--- config.mk ---
export PLATFORM = sky130hd
export DESIGN_NAME = slpctl_top
export DESIGN_NICKNAME = d
export VERILOG_FILES = /design/src/rtl/slpctl_pkg.sv /design/src/rtl/slpctl_sync.sv /design/src/rtl/slpctl_debounce.sv /design/src/rtl/slpctl_fsm.sv /design/src/rtl/slpctl_top.sv
export SDC_FILE = /design/constraint.sdc
export NUM_CORES = 1
export LEC_CHECK = 0
export BUFFER_PORTS_ARGS = -buffer_cell sky130_fd_sc_hd__buf_2
export CAP_MARGIN = 20
export CORE_MARGIN = 5
export CORE_UTILIZATION = 28
export CTS_CLUSTER_SIZE = 28
export DETAILED_ROUTE_END_ITERATION = 16
export GPL_ROUTABILITY_DRIVEN = 0
export SYNTH_ARGS = -nofsm -noshare
export SYNTH_HDL_FRONTEND = slang
export SYNTH_HIERARCHICAL = 1
export SYNTH_SLANG_ARGS = --single-unit
--- constraint.sdc ---
create_clock -name clk -period 2.2 [get_ports clk]
set_input_delay 0.11 -clock clk [delete_from_list [all_inputs] [get_ports clk]]
set_output_delay 0.11 -clock clk [all_outputs]
set_load 0.1 [all_outputs]
--- src/rtl/slpctl_pkg.sv ---
package slpctl_pkg;

  typedef enum logic [2:0] {
    ST_ON   = 3'd0,
    ST_STBY = 3'd1,
    ST_RAM  = 3'd3,
    ST_DISK = 3'd4,
    ST_OFF  = 3'd5
  } pstate_e;

  // Plane enables, active low, packed as {off_n, disk_n, ram_n}
  function automatic logic [2:0] plane_ctl_n(pstate_e s);
    logic [2:0] r;
    r = 3'b111;
    if (s == ST_RAM || s == ST_DISK || s == ST_OFF) r[0] = 1'b0;
    if (s == ST_DISK || s == ST_OFF)                r[1] = 1'b0;
    if (s == ST_OFF)                                r[2] = 1'b0;
    return r;
  endfunction

  // Software may request only the defined sleep codes
  function automatic logic code_ok(logic [2:0] c);
    return (c == 3'd1) || (c == 3'd3) || (c == 3'd4) || (c == 3'd5);
  endfunction

  function automatic logic asleep(pstate_e s);
    return s != ST_ON;
  endfunction

endpackage

--- src/rtl/slpctl_sync.sv ---
module slpctl_sync #(
  parameter int          W       = 1,
  parameter int          STAGES  = 2,
  parameter logic [W-1:0] RST_VAL = '1
) (
  input  logic         clk,
  input  logic         rst_n,
  input  logic [W-1:0] d,
  output logic [W-1:0] q
);
  logic [W-1:0] stg [STAGES];

  always_ff @(posedge clk or negedge rst_n) begin
    if (!rst_n) begin
      for (int i = 0; i < STAGES; i++) stg[i] <= RST_VAL;
    end else begin
      stg[0] <= d;
      for (int i = 1; i < STAGES; i++) stg[i] <= stg[i-1];
    end
  end

  assign q = stg[STAGES-1];
endmodule

--- src/rtl/slpctl_debounce.sv ---
module slpctl_debounce #(
  parameter int DEB_TICKS  = 16,
  parameter int LONG_TICKS = 4000
) (
  input  logic clk,
  input  logic rst_n,
  input  logic tick,
  input  logic btn_s,      // synchronized, low = pressed
  output logic press_now,  // accepted press edge
  output logic long_fire   // override event, once per press
);
  localparam int DW = $clog2(DEB_TICKS + 1);
  localparam int LW = $clog2(LONG_TICKS + 1);
  localparam logic [DW-1:0] DEB_LAST  = DW'(DEB_TICKS - 1);
  localparam logic [LW-1:0] LONG_LAST = LW'(LONG_TICKS - 1);

  logic          deb_q;    // 1 = released
  logic [DW-1:0] dcnt_q;
  logic [LW-1:0] hcnt_q;
  logic          fired_q;
  logic          accept;

  assign accept    = tick && (btn_s != deb_q) && (dcnt_q == DEB_LAST);
  assign press_now = accept && !btn_s;
  assign long_fire = tick && !deb_q && !fired_q && (hcnt_q == LONG_LAST);

  always_ff @(posedge clk or negedge rst_n) begin
    if (!rst_n) begin
      deb_q  <= 1'b1;
      dcnt_q <= '0;
    end else if (btn_s == deb_q) begin
      dcnt_q <= '0;
    end else if (tick) begin
      if (accept) begin
        dcnt_q <= '0;
        deb_q  <= btn_s;
      end else begin
        dcnt_q <= dcnt_q + 1'b1;
      end
    end
  end

  always_ff @(posedge clk or negedge rst_n) begin
    if (!rst_n) begin
      hcnt_q  <= '0;
      fired_q <= 1'b0;
    end else if (deb_q) begin
      hcnt_q  <= '0;
      fired_q <= 1'b0;
    end else if (tick && !fired_q) begin
      if (long_fire) fired_q <= 1'b1;
      else           hcnt_q  <= hcnt_q + 1'b1;
    end
  end
endmodule

--- src/rtl/slpctl_fsm.sv ---
module slpctl_fsm
  import slpctl_pkg::*;
(
  input  logic       clk,
  input  logic       rst_n,
  input  logic       therm_s,
  input  logic       long_fire,
  input  logic       press_now,
  input  logic       ring_wake,
  input  logic       sw_req,
  input  logic [2:0] sw_code,
  output pstate_e    state_q,
  output logic       evt_q,
  output logic       wake_q
);
  pstate_e st_d;
  logic    evt_d, wake_d;

  always_comb begin
    st_d   = state_q;
    evt_d  = 1'b0;
    wake_d = 1'b0;
    if (!therm_s) begin
      st_d = ST_OFF;
    end else if (long_fire) begin
      st_d = ST_OFF;
    end else if (press_now) begin
      if (asleep(state_q)) begin
        wake_d = 1'b1;
        st_d   = ST_ON;
      end else begin
        evt_d = 1'b1;
      end
    end else if (ring_wake) begin
      wake_d = 1'b1;
      st_d   = ST_ON;
    end else if (sw_req && !asleep(state_q) && code_ok(sw_code)) begin
      st_d = pstate_e'(sw_code);
    end
  end

  always_ff @(posedge clk or negedge rst_n) begin
    if (!rst_n) begin
      state_q <= ST_ON;
      evt_q   <= 1'b0;
      wake_q  <= 1'b0;
    end else begin
      state_q <= st_d;
      evt_q   <= evt_d;
      wake_q  <= wake_d;
    end
  end
endmodule

--- src/rtl/slpctl_top.sv ---
module slpctl_top
  import slpctl_pkg::*;
#(
  parameter int DEB_TICKS   = 16,
  parameter int LONG_TICKS  = 4000,
  parameter int SYNC_STAGES = 2
) (
  input  logic       clk,
  input  logic       rst_n,
  input  logic       rsm_rst_n,
  input  logic       tick,
  input  logic       pwr_btn_n,
  input  logic       therm_trip_n,
  input  logic       ring_n,
  input  logic       ring_en_we,
  input  logic       ring_en_d,
  input  logic       sw_sleep_req,
  input  logic [2:0] sw_sleep_code,
  output logic [2:0] state_o,
  output logic       sleep_evt_o,
  output logic       wake_evt_o,
  output logic       plane_ram_n,
  output logic       plane_disk_n,
  output logic       plane_off_n
);
  logic    btn_s, therm_s, ring_s;
  logic    press_now, long_fire, ring_wake;
  logic    ring_en_q;
  pstate_e state_q;
  logic [2:0] planes;

  slpctl_sync #(.W(3), .STAGES(SYNC_STAGES), .RST_VAL(3'b111)) sync_i (
    .clk(clk), .rst_n(rst_n),
    .d({pwr_btn_n, therm_trip_n, ring_n}),
    .q({btn_s, therm_s, ring_s})
  );

  slpctl_debounce #(.DEB_TICKS(DEB_TICKS), .LONG_TICKS(LONG_TICKS)) deb_i (
    .clk(clk), .rst_n(rst_n), .tick(tick), .btn_s(btn_s),
    .press_now(press_now), .long_fire(long_fire)
  );

  // Resume-domain enable: untouched by the core reset
  always_ff @(posedge clk or negedge rsm_rst_n) begin
    if (!rsm_rst_n)      ring_en_q <= 1'b0;
    else if (ring_en_we) ring_en_q <= ring_en_d;
  end

  assign ring_wake = ring_en_q && !ring_s && asleep(state_q);

  slpctl_fsm fsm_i (
    .clk(clk), .rst_n(rst_n), .therm_s(therm_s), .long_fire(long_fire),
    .press_now(press_now), .ring_wake(ring_wake), .sw_req(sw_sleep_req),
    .sw_code(sw_sleep_code), .state_q(state_q), .evt_q(sleep_evt_o),
    .wake_q(wake_evt_o)
  );

  assign planes       = plane_ctl_n(state_q);
  assign plane_ram_n  = planes[0];
  assign plane_disk_n = planes[1];
  assign plane_off_n  = planes[2];
  assign state_o      = state_q;
endmodule

==> impl_metrics.csv <==
group,metric,value,unit
sta,whs,0.0680,ns
floorplan,fp-row-count,26,
clock_tree,root_buffer,"clkbuf_8",
yosys,synthCells,136,
critical_path,slowest_stage,"or4b_4",
yosys,syn-mean-instance-area,11.1,um^2
yosys,synthArstFlopShare,100,%
status,status,"completed",
sta,rsz0062_at_grt,"false",
clock_tree,clkSinkCount,31,
floorplan,die_y,83.5,um
floorplan,coreArea,5170,um^2
detailed_routing,vias,1068,
floorplan,initial_utilization,29.3,%
cells_and_area,finalInstanceArea,1860,um^2
placement,dp_hpwl,1.97,mm
detailed_routing,viasPerCell,4.45,
placement,dpl.cell_count,227,
yosys,yosys.area.top_type,"dfrtp_1",
cells_and_area,insertedDiodeCount,0,
grt,grtUsageTotal,8.43,%
job,cap_violations,0,
grt,grt_overflow_total,0,
yosys,synth.top_cell.area_share,39.7,%
sta,drv_slew,0,
clock_tree,cts_setup_buffers,0,
yosys,synth_flop_cell,"dfrtp_1",
critical_path,end_kind,"flop",
yosys,synthTopCellsByArea,"dfrtp_1 (40%), dfstp_2 (12%), xnor2_1 (4.0%)",
clock_tree,path_clk_slew,0.06,ns
sta,fmax,496,MHz
floorplan,ioPinCount,21,
detailed_routing,dr.pass1.iters,4,
pwr,p_switching,0.488,mW
pwr,switching_share,33.7,%
critical_path,path_cells,"ha_1, nand4_1, or2_4, nor3_4, or4b_4, nor2_4, a21oi_2, o22a_1",
clock_tree,numCtsBuffers,5,
cells_and_area,fin_nets,184,
yosys,ys_seq_elements,31,
yosys,syn_area,1510,um^2
cells_and_area,drive_gt1_share,33.5,%
detailed_routing,drtAntennaViolNets,0,
pwr,finalPower,1.45,mW
detailed_routing,drc,0,
clock_tree,cts_tree,"built",
yosys,yosysWarnings,6,
clock_tree,h-tree-depth,2,
pwr,p_per_area,778,nW/um^2
critical_path,critPathArrivalTime,2.18,ns
placement,placed_cell_area,1720,um^2
yosys,syn-num-nets,151,
critical_path,cp.required,2.37,ns
critical_path,start_kind,"flop",
floorplan,fp.dieW,83.5,um
grt,grt_pass1_wl,4.82,mm
detailed_routing,post_drt_wl_per_cell,11.2,um
yosys,synth_edf_count,0,
grt,antenna_found_initial,0,
sta,period_share,91.7,%
grt,grt_pass1_vias,1068,
sta,finalSetupViolCount,0,
pwr,seqPwrFrac,48.6,%
detailed_routing,routed_wl,2.70,mm
cells_and_area,final_cells,240,
critical_path,critPathKind,"reg -> reg",
clock_tree,clkLatencyLatePin,0.28,ns
floorplan,die_area,6980,um^2
clock_tree,cts_max_path_buffers,2,
placement,dp_worst_setup_slack,0.0179,ns
cells_and_area,post-route-util,36.0,%
pwr,p_leak,0.820,nW
sta,tightest_slew,0.647,ns
pwr,combinationalPowerShare,22.9,%
critical_path,slowest_delay,0.50,ns
pwr,intPower,0.961,mW
pwr,ir_drop,287,uV
min_path,hold_class,"in -> reg",
sta,period_needed,2.02,ns
sta,slew_headroom,56.9,%
cells_and_area,syn_to_final_growth,23.0,%
yosys,synthDistinctLibCells,44,
grt,grt_max_degree,31,
sta,hold_viol,0,
detailed_routing,drt_iter0_drc,52,
sta,skew,0.00626,ns
critical_path,cp_max_fo,4,
sta,setup_tns,0,ns
sta,finalWorstSetupSlack,0.184,ns
yosys,yosysSeqAreaShare,51.8,%
pwr,clkPwrFrac,28.5,%
placement,io_buffers,20,
## state kept, by name, indices dropped and copies added (netlist names)
register and count:
deb_i/hcnt_q 12, deb_i/fired_q 1, deb_i/deb_q 1, sync_i/q 3, fsm_i/evt_q 1, fsm_i/wake_q 1
deb_i/dcnt_q 5, fsm_i/state_q 3, sync_i/stg 3, ring_en_q 1
## Yosys cell counts, drive strengths merged (4+ instances only)
library cell,instances
dfrtp,24
nor2,12
nand2,11
dfstp,7
nor3,7
xnor2,7
buf,5
nand2b,5
nor4,5
o21ai,5
a21o,4
a21oi,4
## final timing paths
check                           startpoint          endpoint  cells past startpoint  slack (ns)
max                        deb_i/dcnt_q[0]  fsm_i/state_q[0]                      8        0.18
min                              ring_en_d         ring_en_q                      2        0.07
max reg2reg                deb_i/dcnt_q[0]  fsm_i/state_q[0]                      8        0.18
min reg2reg                  sync_i/stg[4]       sync_i/q[1]                      0        0.35
max in group asynchronous            rst_n  fsm_i/state_q[1]                      2        1.35
min in group asynchronous        rsm_rst_n         ring_en_q                      2        0.14
## layer usage
layer / routed length [um] / track usage, %
met2: 1150 / 12.4
met3: 148 / 2.47
met4: 63 / 5.26
met5: 0 / 0
met1: 1340 / 10.8
## layout make-up
type | instances | area [um^2]
Multi-Input combinational cell | 96 | 693
Tap cell | 70 | 87.6
Fill cell | 513 | 3310
Clock buffer | 7 | 76.3
Clock inverter | 1 | 5.00
Timing Repair Buffer | 32 | 203
Sequential cell | 31 | 786
Inverter | 3 | 11.3
## critical path, delay by kind of cell (launching register included)
kind	cells	cell delay, ns
and+or+nand+nor	5	1.15
adders and majority gates	1	0.17
DFF	1	0.35
AOI/OAI and AO/OA	2	0.25
## repair_timing
item	4_1_cts	5_1_grt
hold buffers	5	0
setup endpoints to repair	2	2
endpoints found under the hold margin	27	0
cloned	0	0
gates resized for setup	1	2
## cell usage in the layout, fill, tap and decap left out, types with 4 or more instances in the layout
master | netlist | final
buf_4 | 3 | 7
o21ai_0 | 5 | 5
nor3_1 | 6 | 5
dfstp_2 | 7 | 7
nand2_1 | 11 | 11
nor2_1 | 11 | 11
xnor2_1 | 7 | 7
a21o_1 | 4 | 4
clkbuf_8 | 0 | 5
dfrtp_1 | 24 | 23
dlygate4sd3_1 | 0 | 5
nor4_1 | 4 | 4
buf_2 | 1 | 20
## kinds of logic (layout without fill, tap and decap cells)
| kind of cell | Yosys count | in the layout | share of synthesized area [%] |
|---|---|---|---|
| flops | 31 | 31 | 51.8 |
| mux | 4 | 4 | 2.89 |
| xor+xnor | 8 | 8 | 4.63 |
| compound gates | 25 | 25 | 11.8 |
| simple gates | 57 | 57 | 23.6 |
| fa+ha+maj | 2 | 2 | 1.65 |
| buf+inv | 9 | 43 | 3.55 |
## power groups by stage
| stage | Sequential [mW] | Combinational (mW) | Clock [mW] |
|---|---|---|---|
| 2_1_floorplan | 0.749 | 0.209 | 0 |
| 3_3_place_gp | 0.711 | 0.324 | 0 |
| 3_5_place_dp | 0.711 | 0.328 | 0 |
| 4_1_cts | 0.703 | 0.335 | 0.435 |
| 5_1_grt | 0.715 | 0.356 | 0.463 |
| 6_report | 0.704 | 0.331 | 0.413 |
Note: power is estimated with default switching activity, not from simulation.
